[config.mk]
export PLATFORM = sky130hd
export DESIGN_NAME = pin_irq_ctrl
export DESIGN_NICKNAME = d
export VERILOG_FILES = /design/src/rtl/pin_irq_ctrl.sv
export SDC_FILE = /design/constraint.sdc
export NUM_CORES = 1
export LEC_CHECK = 0
export BUFFER_PORTS_ARGS = -buffer_cell sky130_fd_sc_hd__buf_2
export CORE_MARGIN = 4
export CORE_UTILIZATION = 24
export DETAILED_ROUTE_END_ITERATION = 8
export GPL_TIMING_DRIVEN = 0
export REMOVE_ABC_BUFFERS = 1
export SLEW_MARGIN = 5
export SYNTH_ARGS = -nofsm -noshare
export SYNTH_HDL_FRONTEND = slang
export SYNTH_SLANG_ARGS = --single-unit
[constraint.sdc]
create_clock -name clk -period 1.7 [get_ports clk]
set_input_delay 0.34 -clock clk [delete_from_list [all_inputs] [get_ports clk]]
set_output_delay 0.34 -clock clk [all_outputs]
set_load 0.01 [all_outputs]
[src/rtl/pin_irq_ctrl.sv]
module pin_irq_ctrl #(
  parameter int NCH = 8,
  parameter int AW  = 6,
  parameter int DW  = 32
) (
  input  logic           clk,
  input  logic           rst_n,
  input  logic [NCH-1:0] pins,
  input  logic           wr_en,
  input  logic           rd_en,
  input  logic [AW-1:0]  addr,
  input  logic [DW-1:0]  wdata,
  output logic [DW-1:0]  rdata,
  output logic [NCH-1:0] irq
);

  localparam int WA = AW - 2;
  localparam logic [WA-1:0] A_MODE = WA'(0);
  localparam logic [WA-1:0] A_REN  = WA'(1);
  localparam logic [WA-1:0] A_RSET = WA'(2);
  localparam logic [WA-1:0] A_RCLR = WA'(3);
  localparam logic [WA-1:0] A_FEN  = WA'(4);
  localparam logic [WA-1:0] A_FSET = WA'(5);
  localparam logic [WA-1:0] A_FCLR = WA'(6);
  localparam logic [WA-1:0] A_RDET = WA'(7);
  localparam logic [WA-1:0] A_FDET = WA'(8);
  localparam logic [WA-1:0] A_STAT = WA'(9);

  logic [NCH-1:0] mode_q, en_r_q, en_f_q, det_r_q, det_f_q, ist_q, prev_q;
  logic [NCH-1:0] wb, rise, fall, hit, lvl, stat;
  logic [WA-1:0]  wa;
  logic           unused_bits;

  assign wa          = addr[AW-1:2];
  assign wb          = wdata[NCH-1:0];
  assign unused_bits = ^{addr[1:0], wdata[DW-1:NCH]};

  assign rise = pins & ~prev_q;
  assign fall = ~pins & prev_q;
  assign hit  = (rise & en_r_q) | (fall & en_f_q);
  assign lvl  = en_r_q & ~(prev_q ^ en_f_q);

  function automatic logic [NCH-1:0] wclr(input logic [WA-1:0] a);
    return (wr_en && wa == a) ? wb : '0;
  endfunction

  always_ff @(posedge clk or negedge rst_n) begin
    if (!rst_n) begin
      mode_q  <= '0;
      en_r_q  <= '0;
      en_f_q  <= '0;
      det_r_q <= '0;
      det_f_q <= '0;
      ist_q   <= '0;
      prev_q  <= '0;
    end else begin
      prev_q  <= pins;
      det_r_q <= (det_r_q & ~wclr(A_RDET)) | rise;
      det_f_q <= (det_f_q & ~wclr(A_FDET)) | fall;
      ist_q   <= ~mode_q & ((ist_q & ~wclr(A_STAT)) | hit);
      if (wr_en) begin
        case (wa)
          A_MODE:  mode_q <= wb;
          A_REN:   en_r_q <= wb;
          A_RSET:  en_r_q <= en_r_q | wb;
          A_RCLR:  en_r_q <= en_r_q & ~wb;
          A_FEN:   en_f_q <= wb;
          A_FSET:  en_f_q <= en_f_q | wb;
          A_FCLR:  en_f_q <= en_f_q & ~wb;
          default: ;
        endcase
      end
    end
  end

  assign stat = (mode_q & lvl) | (~mode_q & ist_q);
  assign irq  = stat;

  logic [NCH-1:0] rsel;
  always_comb begin
    case (wa)
      A_MODE:                 rsel = mode_q;
      A_REN, A_RSET, A_RCLR:  rsel = en_r_q;
      A_FEN, A_FSET, A_FCLR:  rsel = en_f_q;
      A_RDET:                 rsel = det_r_q;
      A_FDET:                 rsel = det_f_q;
      A_STAT:                 rsel = stat;
      default:                rsel = '0;
    endcase
  end

  assign rdata = rd_en ? {{(DW-NCH){1'b0}}, rsel} : '0;

endmodule

======== Word-level counts from Yosys, hierarchy flattened ========
Index checks and enable logic that the tools add are counted.
Widths: inputs -> output; s select.
storage, ports and cells
  register bits ........................... 56
  input port bits ......................... 50
  output and inout bits ................... 40
operators by class
  equality and inequality tests ........... 9
  muxes and demuxes ....................... 7
  bitwise logic cells ..................... 29
  reduce and logical (&&, ||, !) cells .... 11
operators with widths
  cell                number
  $and 8x8->8         13
  $not 8->8           8
  $or 8x8->8          7
  $pmux 8 s3          2
  $pmux 8 s6          1
  $mux 8              4
  $eq 4x3->1 const B  4
  $eq 4x2->1 const B  2
  $eq 4x4->1 const B  2
  $xor 8x8->8         1
  $reduce_and 2->1    3
  $reduce_bool 3->1   2
  $reduce_or 3->1     2
  $eq 4x1->1 const B  1
  $logic_not 4->1     1
  $logic_and 1x1->1   3

======== Depth between registers and ports, before layout ========
Gate-level depths: netlist of the first run.
  depth after elaboration ................. 7
  depth in mapped cells ................... 7
  gate-level depth less buffers ........... 4

======== Least setup slack after synthesis of the first run ========
Ideal clock, no wire load.
  path kind ............................... in2out
  start point ............................. in addr[2]
  end point ............................... out rdata[5]
  arrival time ............................ 1.505 ns
  data required time ...................... 1.360 ns
  setup slack ............................. -0.145 ns
  cell stages on the path ................. 6
  cells stage by stage .................... buf_6 > and2_4 > buf_6 > a32o_1 > a222oi_1 > a21bo_1
between the ends
  word-level cells in the longest chain between the ends .. 4
RTL lines
  item                                      RTL line  RTL
  from (decl)                               11        input logic [AW-1:0] addr,
  $eq 4x3->1, or another cell as far along  81        case (wa)
  $reduce_or 3->1                           81
  $pmux 8 s6 (*)                            81
  $mux 8 (*)                                92        assign rdata = rd_en ? {{(DW-NCH){1'b0}}, rsel} : '0;
  to (decl)                                 13        output logic [DW-1:0] rdata,
Every way passes the cells marked *; elsewhere a longest branch is shown, timed or not.

======== Worst setup path in the final report of the first run ========
  start point ............................. in addr[3]
  end point ............................... out rdata[5]
The elaborated chain is that of the path after synthesis.

==> results of run 1 <==
cell families after synthesis:
family,synth area share
compound gates,0.237
simple gates,0.136
buf+inv,0.112
flops,0.430
mux,0.0625
xor+xnor,0.0215
other cells,0.00115
state kept, by name, summed over array words and instances, names as in the netlist:
name / count
det_f_q: 8
mode_q: 8
prev_q: 8
en_r_q: 8
det_r_q: 8
ist_q: 8
en_f_q: 8
metal layers:
| layer | wire length, um | vias to the layer above |
|---|---|---|
| met3 | 617 | 17 |
| li1 | - | 1283 |
| met1 | 3970 | 1346 |
| met2 | 4610 | 121 |
| met4 | 204 | 2 |
| met5 | 7 | - |
area by class of cell:
type                            instances  area share
Tap cell                              176      0.0559
Multi-Input combinational cell        249       0.433
Timing Repair Buffer                   55      0.0957
Inverter                               17      0.0162
Sequential cell                        56       0.357
Clock inverter                          3      0.0108
Clock buffer                            5      0.0318
cells in the mapped netlist:
cell type / instances / area [um^2]
sky130_fd_sc_hd__nor2b_1: 8 / 50.1
sky130_fd_sc_hd__mux2_2: 11 / 124
sky130_fd_sc_hd__a32oi_1: 2 / 17.5
sky130_fd_sc_hd__o2bb2ai_1: 6 / 52.6
sky130_fd_sc_hd__a221o_1: 1 / 10.0
sky130_fd_sc_hd__xnor2_1: 5 / 43.8
sky130_fd_sc_hd__nand2_1: 41 / 154
sky130_fd_sc_hd__o21ai_0: 25 / 125
sky130_fd_sc_hd__nand2b_1: 1 / 6.26
sky130_fd_sc_hd__conb_1: 1 / 3.75
sky130_fd_sc_hd__dfrtp_1: 56 / 1400
sky130_fd_sc_hd__nor4bb_1: 2 / 20.0
sky130_fd_sc_hd__o32a_1: 1 / 10.0
sky130_fd_sc_hd__nor2_2: 1 / 6.26
sky130_fd_sc_hd__nor3_1: 1 / 5.00
sky130_fd_sc_hd__buf_6: 3 / 33.8
sky130_fd_sc_hd__a21oi_1: 8 / 40.0
sky130_fd_sc_hd__buf_4: 25 / 188
sky130_fd_sc_hd__a21o_1: 4 / 30.0
sky130_fd_sc_hd__nor3b_1: 2 / 15.0
sky130_fd_sc_hd__and2_1: 3 / 18.8
sky130_fd_sc_hd__mux2i_1: 8 / 80.1
sky130_fd_sc_hd__inv_1: 17 / 63.8
sky130_fd_sc_hd__nand3b_1: 1 / 7.51
sky130_fd_sc_hd__xor2_1: 3 / 26.3
sky130_fd_sc_hd__a21bo_1: 1 / 10.0
sky130_fd_sc_hd__clkbuf_1: 12 / 45.0
sky130_fd_sc_hd__and4b_1: 2 / 20.0
sky130_fd_sc_hd__a22oi_1: 11 / 82.6
sky130_fd_sc_hd__and3_1: 2 / 12.5
sky130_fd_sc_hd__a32o_1: 5 / 50.1
sky130_fd_sc_hd__a22o_1: 20 / 175
sky130_fd_sc_hd__a222oi_1: 5 / 50.1
sky130_fd_sc_hd__and2_4: 1 / 8.76
sky130_fd_sc_hd__a211o_1: 1 / 8.76
sky130_fd_sc_hd__o22ai_1: 12 / 75.1
sky130_fd_sc_hd__nor2_1: 13 / 48.8
sky130_fd_sc_hd__o21ba_2: 1 / 10.0
sky130_fd_sc_hd__o211ai_1: 1 / 7.51
sky130_fd_sc_hd__a21bo_2: 2 / 20.0
sky130_fd_sc_hd__buf_2: 7 / 35.0
sky130_fd_sc_hd__nand3_1: 14 / 70.1
metrics by stage:
step / hold slack [ps] / TNS, ps
2_1_floorplan: 44.4 / -2220
3_3_place_gp: 464 / -33720
3_5_place_dp: 471 / -17980
4_1_cts: 172 / -1910
5_1_grt: 163 / -2300
6_report: 94.4 / -1780
power by group through the flow:
stage / logic, W / clock network, W / registers, W
global placement: 0.000815 / 0 / 0.00174
global route: 0.00116 / 0.00126 / 0.00175
CTS: 0.000971 / 0.00121 / 0.00171
finish: 0.00105 / 0.00118 / 0.00172
floorplan: 0.000544 / 0 / 0.00169
detailed placement: 0.000839 / 0 / 0.00175
placed cells by master, fill, tap and decap left out, drive strengths merged, types with 2 or more instances in the layout:
master	instances
a222oi	5
xor2	3
nor2	14
a32oi	2
a32o	5
a21o	4
o21ai	25
dfrtp	56
a21bo	3
nand3	14
a21oi	8
nor2b	8
mux2	11
mux2i	8
xnor2	5
a22o	20
buf	55
inv	17
o2bb2ai	6
o22ai	12
and3	2
and2	4
conb	24
and4b	2
clkbuf	5
nor3b	2
a22oi	11
nor4bb	2
nand2	41
worst paths after layout:
| path | end | depth (start not counted) | slack, ps | start |
|---|---|---|---|---|
| min reg2reg | det_f_q[7] | 1 | 480 | det_f_q[7] |
| min in group clk | prev_q[6] | 1 | 170 | pins[6] |
| max | rdata[5] | 6 | -300 | addr[3] |
| max in group asynchronous | prev_q[4] | 1 | 1060 | rst_n |
| min | mode_q[2] | 1 | 90 | rst_n |
| max reg2reg | ist_q[7] | 4 | 530 | en_f_q[7] |
repair_timing:
item	in CTS	in global routing
setup buffers	13	3
endpoints found under the setup margin	18	22
gates resized for setup	24	23
gates cloned	0	0
pin swaps	8	5
==> impl_metrics.env, run 1 <==
export IMPL_cpLargestDelayFamily="compound AO/OA/AOI/OAI gates"
export IMPL_fin_util=0.296
export IMPL_finish_net_count=434
export IMPL_yosys_register_bits=56
export IMPL_finalInstanceArea_um2=3940
export IMPL_clk_path_buf_depth=2
export IMPL_syn_avg_cell_area_um2=9.43
export IMPL_routabilityCongestion=0.804
export IMPL_met2_routing_resource_usage_after_global_routing=0.198
export IMPL_die_w_um=125
export IMPL_crit_type="in2out"
export IMPL_grt_max_degree=57
export IMPL_leakagePower_nw=1.75
export IMPL_share_comb_of_total_power=0.266
export IMPL_cts_made_buffers=5
export IMPL_sequential_share_of_power=0.435
export IMPL_power_clock_fraction=0.299
export IMPL_fraction_of_power_spent_switching_nets=0.307
export IMPL_ioPinCount=90
export IMPL_post_drt_via_cell_ratio=4.94
export IMPL_report_final_setup_viol=8
export IMPL_first_pass_grt_wire_length_mm=15.0
export IMPL_drc=0
export IMPL_globalRouteMet3Util=0.0249
export IMPL_clock_tree_from_tritoncts="yes"
export IMPL_worst_slack_ps=-302
export IMPL_floorplan_die_area_um2=15500
export IMPL_timing_hold_violations_final=0
export IMPL_power_net_switching_w=0.00121
export IMPL_post_route_min_period_ps=2000
export IMPL_maxCapViolations=0
export IMPL_ys_warn_count=0
export IMPL_timing_fmax_mhz=500
export IMPL_crit_path_max_fanout=14
export IMPL_path_cells="buf_6, and2_4, a32o_1, a222oi_1, a21bo_1, buf_2"
export IMPL_placement_cell_area_um2=3480
export IMPL_fp_dieH_um=125
export IMPL_ctsRootBufferMaster="sky130_fd_sc_hd__clkbuf_16"
export IMPL_critPathBufInv=2
export IMPL_syn_inst=346
export IMPL_clock_insertion_delay_worst_skew_ps=300
export IMPL_drtPass1Iterations=5
export IMPL_grt_pass1_vias=2708
export IMPL_power_density_nw_per_um2=1000
export IMPL_drt_total_wl_mm=9.41
export IMPL_skew_ps=4.33
export IMPL_crit_path_start_kind="primary input"
export IMPL_timing_max_slew_rel_slack=0.492
export IMPL_clk_pin_slew_ps=70
export IMPL_irDropWorstVdd_mv=0.435
export IMPL_grt_overflow_total=0
export IMPL_cts_hold_buffers_added=0
export IMPL_final_instance_count_excl_fill=561
export IMPL_cpMaxStageDelayCell="sky130_fd_sc_hd__a222oi_1"
export IMPL_netlist_cell_type_count=42
export IMPL_insertedDiodeCount=0
export IMPL_final_antenna_net_count=0
export IMPL_post_dp_hpwl_mm=6.20
export IMPL_placed_cells=537
export IMPL_critical_path_endpoint_type="primary output"
export IMPL_clock_sinks=56
export IMPL_holdCritPathClass="in2async"
export IMPL_start_util=0.245
export IMPL_flow_area_growth_from_synthesis_pct=20.7
export IMPL_pre_cts_slack_ps=-1090
export IMPL_wire_per_inst_um=16.8
export IMPL_initial_antenna_violation_count=1
export IMPL_multi_input_area_um2=1700
export IMPL_max_slew_worst_pin_slew_ps=759
export IMPL_gr_peak_layer="met2"
export IMPL_vias=2769
export IMPL_cp_required_ps=1360
export IMPL_critical_path_arrival_ps=1660
export IMPL_fill_cells=1366
export IMPL_final_seq_area_um2=1400
export IMPL_run_status="finished with violations"
export IMPL_slew_limit_fails=0
export IMPL_global_route_usage_total=0.120
export IMPL_finalPower_w=0.00395
export IMPL_grt_setup_unrepaired="yes"
export IMPL_fraction_of_final_layout_cells_sized_beyond_drive_strength_1=0.260
export IMPL_total_internal_power_w=0.00273
export IMPL_violations="setup timing"
export IMPL_cts_htree_levels=2
export IMPL_numPortBuffers=39
export IMPL_ys_seq_area_frac=0.430
export IMPL_groute_layer_met1_usage=0.154
export IMPL_min_period_over_period=1.18
export IMPL_netlist_area_um2=3260
export IMPL_design_core_area_um2=13300
export IMPL_row_count=42
export IMPL_cp_slowest_stage_delay_ps=360
export IMPL_drt_first_iter_violations=243
Power figures use the tool's default switching activity.
==> run 2: changes to the inputs <==
--- a/config.mk
+++ b/config.mk
@@ -11,6 +11,7 @@
 export DETAILED_ROUTE_END_ITERATION = 8
 export GPL_TIMING_DRIVEN = 0
 export REMOVE_ABC_BUFFERS = 1
+export SKIP_LAST_GASP = 1
 export SLEW_MARGIN = 5
 export SYNTH_ARGS = -nofsm -noshare
 export SYNTH_HDL_FRONTEND = slang
==> run 2 against run 1 <==
  * The run still ends with setup timing left
  * Non-clock buffer count did not move
  * Die area unchanged
  * Setup slack worse by 8.5 ps
  * Total power decreased by 0.17%
  * Design area decreased by 0.51%
  * Routed wire length is essentially flat
  * Clock power about the same
  * Sequential share of layout area is 0.18 points higher
  * Largest power group unchanged
  * Highest routed layer unchanged
==> impl_metrics.env, run 2 (synthesized netlist as in run 1, its figures left out) <==
export IMPL_total_internal_power_w=0.00273
export IMPL_gr_peak_layer="met2"
export IMPL_irDropWorstVdd_mv=0.436
export IMPL_insertedDiodeCount=0
export IMPL_cts_made_buffers=5
export IMPL_grt_overflow_total=0
export IMPL_clock_insertion_delay_worst_skew_ps=300
export IMPL_min_period_over_period=1.18
export IMPL_slew_limit_fails=0
export IMPL_cts_hold_buffers_added=0
export IMPL_crit_path_max_fanout=2
export IMPL_die_w_um=125
export IMPL_power_net_switching_w=0.00121
export IMPL_fraction_of_power_spent_switching_nets=0.308
export IMPL_clock_tree_from_tritoncts="yes"
export IMPL_clock_sinks=56
export IMPL_grt_pass1_vias=2708
export IMPL_start_util=0.245
export IMPL_path_depth=4
export IMPL_critical_path_endpoint_type="primary output"
export IMPL_path_cells="a32o_1, a222oi_1, a21bo_2, buf_6"
export IMPL_timing_max_slew_rel_slack=0.486
export IMPL_wire_per_inst_um=16.8
export IMPL_placement_cell_area_um2=3480
export IMPL_crit_path_start_kind="flip-flop"
export IMPL_drtPass1Iterations=5
export IMPL_ctsRootBufferMaster="sky130_fd_sc_hd__clkbuf_16"
export IMPL_cts_htree_levels=2
export IMPL_r2r_end="ist_q[7]"
export IMPL_share_comb_of_total_power=0.264
export IMPL_cpMaxStageDelayCell="sky130_fd_sc_hd__dfrtp_1"
export IMPL_clk_pin_slew_ps=70
export IMPL_initial_antenna_violation_count=1
export IMPL_ioPinCount=90
export IMPL_flow_area_growth_from_synthesis_pct=20.1
export IMPL_final_antenna_net_count=0
export IMPL_run_status="finished with violations"
export IMPL_crit_path_end="rdata[4]"
export IMPL_leakagePower_nw=1.74
export IMPL_ff2ff_path_depth=4
export IMPL_timing_fmax_mhz=497
export IMPL_groute_layer_met1_usage=0.154
export IMPL_cp_slowest_stage_delay_ps=390
export IMPL_maxCapViolations=0
export IMPL_layout_cells_most_common_list="sky130_fd_sc_hd__dfrtp_1 (54), sky130_fd_sc_hd__nand2_1 (40), sky130_fd_sc_hd__buf_2 (32)"
export IMPL_post_drt_via_cell_ratio=4.94
export IMPL_crit_reg2reg_launch="en_f_q[7]"
export IMPL_post_route_min_period_ps=2010
export IMPL_r2r_setup_slack_ps=530
export IMPL_floorplan_die_area_um2=15500
export IMPL_pre_cts_slack_ps=-1090
export IMPL_holdWs_ps=93.4
export IMPL_vias=2772
export IMPL_grt_max_degree=57
export IMPL_critPathBufInv=1
export IMPL_routabilityCongestion=0.804
export IMPL_max_slew_worst_pin_slew_ps=769
export IMPL_holdCritPathClass="in2async"
export IMPL_grt_setup_unrepaired="yes"
export IMPL_skew_ps=3.27
export IMPL_drt_total_wl_mm=9.41
export IMPL_violations="setup timing"
export IMPL_numPortBuffers=39
export IMPL_power_clock_fraction=0.300
export IMPL_worst_slack_ps=-310
export IMPL_drt_first_iter_violations=183
export IMPL_finalPower_w=0.00394
export IMPL_global_route_usage_total=0.120
export IMPL_sequential_share_of_power=0.436
export IMPL_cpLargestDelayFamily="compound AO/OA/AOI/OAI gates"
export IMPL_critical_path_arrival_ps=1670
export IMPL_row_count=42
export IMPL_fraction_of_final_layout_cells_sized_beyond_drive_strength_1=0.260
export IMPL_globalRouteMet3Util=0.0249
export IMPL_clk_path_buf_depth=2
export IMPL_fp_dieH_um=125
export IMPL_drc=0
export IMPL_met2_routing_resource_usage_after_global_routing=0.198
export IMPL_first_pass_grt_wire_length_mm=15.0
export IMPL_finish_net_count=434
export IMPL_design_core_area_um2=13300
export IMPL_most_common_cell_after_layout_fill_and_taps_aside="sky130_fd_sc_hd__dfrtp_1"
export IMPL_finalInstanceArea_um2=3920
export IMPL_finalSetupTns_ps=-1840
export IMPL_cp_required_ps=1360
export IMPL_timing_hold_violations_final=0
export IMPL_setup_worst_path_start="det_r_q[4]"
export IMPL_report_final_setup_viol=8
export IMPL_crit_type="reg2out"
export IMPL_post_dp_hpwl_mm=6.20
export IMPL_power_density_nw_per_um2=1010
[run 2: cell counts in the layout (fill, tap and decap cells not counted)]
No cell type changed its count.
[run 2: routing by layer]
layer / wire length [um] / up-vias
met3: 561 / 20
met1: 4040 / 1362
met2: 4550 / 106
li1: - / 1282
met5: 7 / -
met4: 250 / 2
[run 2: metrics by stage]
stage | util | instances
global route | 0.295 | 561
global placement | 0.260 | 537
finish | 0.295 | 561
CTS | 0.287 | 558
floorplan | - | 322
detailed placement | 0.262 | 537
[run 2: how the worst min path moves through the flow]
| stage | cells past startpoint | to | start | slack, ps |
|---|---|---|---|---|
| final | 1 | mode_q[2] | rst_n | 90 |
| after global routing | 1 | prev_q[2] | rst_n | 160 |
| after CTS | 1 | prev_q[6] | pins[6] | 170 |
| after detailed placement | 1 | det_f_q[7] | det_f_q[7] | 470 |
| after global placement | 1 | det_f_q[7] | det_f_q[7] | 460 |
| after floorplan | 0 | det_f_q[0] | rst_n | 40 |
[run 2: power by group through the flow]
stage	Clock, W	Combinational, W	Sequential (W)
3_5_place_dp	0	0.000839	0.00175
6_report	0.00118	0.00104	0.00172
3_3_place_gp	0	0.000815	0.00174
5_1_grt	0.00126	0.00115	0.00175
2_1_floorplan	0	0.000544	0.00169
4_1_cts	0.00121	0.000969	0.00171
[run 2: repair_timing]
item,CTS,global route
hold endpoints to repair,0,0
setup endpoints to repair,18,25
buffers inserted,13,3
pin swaps,8,5
resized for setup,21,22
[run 2: cell type report]
class	count	area, um^2
Clock buffer	5	125
Clock inverter	3	42.5
Fill cell	1366	9380
Inverter	17	63.8
Multi-Input combinational cell	249	1700
Sequential cell	56	1400
Tap cell	176	220
Timing Repair Buffer	55	364
==> run 3: changes to the inputs <==
==> constraint.sdc (replaced) <==
create_clock -name clk -period 1.7 [get_ports clk]
set_input_delay 0 -clock clk [delete_from_list [all_inputs] [get_ports clk]]
set_output_delay 0 -clock clk [all_outputs]
set_load 0.01 [all_outputs]
==> run 3 against run 2 <==
  * The flow now finishes without violations
  * Clock skew rose by 1.5 ps
  * Clock-buffer cell count did not move
  * Sequential share of layout area rose by 1.4 points
  * Critical path depth did not move
  * Non-clock buffer count fell by 5
  * Cell count fell by 0.89%
  * Utilization fell by 1.1 points
  * Register-to-register slack improved by 110 ps
  * Critical endpoint unchanged
==> impl_metrics.env, run 3 (synthesized netlist as in run 1, its figures left out) <==
export IMPL_clock_tree_from_tritoncts="yes"
export IMPL_pre_cts_slack_ps=-408
export IMPL_timing_fmax_mhz=601
export IMPL_power_clock_fraction=0.312
export IMPL_post_route_min_period_ps=1660
export IMPL_clk_path_buf_depth=2
export IMPL_timing_hold_violations_final=0
export IMPL_fraction_of_power_spent_switching_nets=0.307
export IMPL_fraction_of_final_layout_cells_sized_beyond_drive_strength_1=0.176
export IMPL_post_dp_hpwl_mm=6.20
export IMPL_critical_path_endpoint_type="primary output"
export IMPL_layout_cells_most_common_list="sky130_fd_sc_hd__dfrtp_1 (56), sky130_fd_sc_hd__nand2_1 (41), sky130_fd_sc_hd__buf_2 (37)"
export IMPL_insertedDiodeCount=0
export IMPL_leakagePower_nw=1.67
export IMPL_share_comb_of_total_power=0.229
export IMPL_vias=2764
export IMPL_final_instance_count_excl_fill=556
export IMPL_clock_sinks=56
export IMPL_grt_max_degree=57
export IMPL_placement_cell_area_um2=3480
export IMPL_maxCapViolations=0
export IMPL_power_net_switching_w=0.00116
export IMPL_timing_max_slew_rel_slack=0.491
export IMPL_initial_antenna_violation_count=1
export IMPL_path_cells="a32o_1, a222oi_1, a21bo_2, buf_2"
export IMPL_finalInstanceArea_um2=3760
export IMPL_finalSetupTns_ps=0
export IMPL_global_route_usage_total=0.119
export IMPL_holdCritPathClass="in2reg"
export IMPL_grt_setup_unrepaired="yes"
export IMPL_finish_net_count=429
export IMPL_design_core_area_um2=13300
export IMPL_flow_area_growth_from_synthesis_pct=15.4
export IMPL_post_drt_via_cell_ratio=4.97
export IMPL_cts_htree_levels=2
export IMPL_crit_path_start_kind="flip-flop"
export IMPL_power_density_nw_per_um2=1000
export IMPL_crit_path_max_fanout=5
export IMPL_min_period_over_period=0.979
export IMPL_routabilityCongestion=0.804
export IMPL_cp_slowest_stage_delay_ps=430
export IMPL_floorplan_die_area_um2=15500
export IMPL_grt_overflow_total=0
export IMPL_irDropWorstVdd_mv=0.403
export IMPL_slew_limit_fails=0
export IMPL_ioPinCount=90
export IMPL_start_util=0.245
export IMPL_ctsRootBufferMaster="sky130_fd_sc_hd__clkbuf_16"
export IMPL_critical_path_arrival_ps=1660
export IMPL_clk_pin_slew_ps=70
export IMPL_report_final_setup_viol=0
export IMPL_crit_type="reg2out"
export IMPL_first_pass_grt_wire_length_mm=14.8
export IMPL_fp_dieH_um=125
export IMPL_fill_cells=1393
export IMPL_total_internal_power_w=0.00262
export IMPL_most_common_cell_after_layout_fill_and_taps_aside="sky130_fd_sc_hd__dfrtp_1"
export IMPL_placed_cells=537
export IMPL_run_status="completed"
export IMPL_cts_made_buffers=5
export IMPL_drt_total_wl_mm=9.20
export IMPL_skew_ps=4.72
export IMPL_drc=0
export IMPL_numPortBuffers=39
export IMPL_cpMaxStageDelayCell="sky130_fd_sc_hd__dfrtp_1"
export IMPL_row_count=42
export IMPL_clock_insertion_delay_worst_skew_ps=300
export IMPL_max_slew_worst_pin_slew_ps=763
export IMPL_sequential_share_of_power=0.458
export IMPL_die_w_um=125
export IMPL_cp_required_ps=1700
export IMPL_worst_slack_ps=35.6
export IMPL_drt_first_iter_violations=184
export IMPL_grt_pass1_vias=2670
export IMPL_final_antenna_net_count=0
export IMPL_wire_per_inst_um=16.5
export IMPL_drtPass1Iterations=5
-- run 3: cell count changes in the layout (fill, tap and decap cells not counted), moves of 3 or more --
cell	change
sky130_fd_sc_hd__buf_6	-4
sky130_fd_sc_hd__buf_2	+5
sky130_fd_sc_hd__buf_4	-14
sky130_fd_sc_hd__o21ai_0	+5
sky130_fd_sc_hd__dlygate4sd3_1	+9
sky130_fd_sc_hd__o22ai_1	+3
sky130_fd_sc_hd__o22ai_2	-3
sky130_fd_sc_hd__o21ai_2	-3
-- run 3: critical path, delay by kind of cell, from the launching register on --
| family | cells | cell delay (ps) |
|---|---|---|
| flops | 1 | 430 |
| compound gates | 3 | 810 |
| buf+inv | 1 | 130 |
-- run 3: final timing paths --
| check | slack, ps | start | to | cells after the start |
|---|---|---|---|---|
| worst max register to register | 640 | prev_q[6] | ist_q[6] | 3 |
| worst min-delay path | 50 | wdata[1] | det_r_q[1] | 3 |
| max in group asynchronous | 900 | rst_n | en_r_q[0] | 2 |
| worst max-delay path | 40 | mode_q[4] | rdata[4] | 4 |
| worst min register to register | 480 | det_f_q[7] | det_f_q[7] | 1 |
| min in group asynchronous | 310 | rst_n | mode_q[2] | 2 |
-- run 3: area by class of cell --
class                           count  area (um^2)  area share
Tap cell                          176          220      0.0585
Timing Repair Buffer               50          309      0.0821
Multi-Input combinational cell    249         1600       0.426
Sequential cell                    56         1400       0.372
Inverter                           17         63.8      0.0170
Clock buffer                        5          125      0.0332
Clock inverter                      3         42.5      0.0113
-- run 3: through the flow --
stage / total power, W / utilization / hold slack, ps
finish: 0.00378 / 0.283 / 48.5
global route: 0.00400 / 0.283 / 61.5
CTS: 0.00380 / 0.282 / 29.2
detailed placement: 0.00259 / 0.262 / 142
global placement: 0.00256 / 0.260 / 133
floorplan: 0.00224 / - / -296
-- run 3: power by group through the flow --
stage,sequential [W],combinational [W],clock [W]
after floorplan,0.00169,0.000544,0
after global routing,0.00176,0.000982,0.00126
after CTS,0.00173,0.000871,0.00121
after detailed placement,0.00175,0.000839,0
after global placement,0.00174,0.000815,0
final,0.00173,0.000868,0.00118
-- run 3: per-layer routing --
metal | GRT usage | up-vias | share of wire
met5 | 0 | - | 0.00076
met4 | 0.0419 | 2 | 0.025
met3 | 0.0236 | 22 | 0.055
met2 | 0.197 | 104 | 0.48
met1 | 0.153 | 1363 | 0.44
li1 | - | 1273 | -
-- run 3: what timing repair did --
item | CTS | global route
endpoints found under the hold margin | 11 | 56
hold buffers | 8 | 1
resized for setup | 1 | 1
pin swaps | 2 | 2
buffers inserted | 2 | 0
setup endpoints to repair | 8 | 3
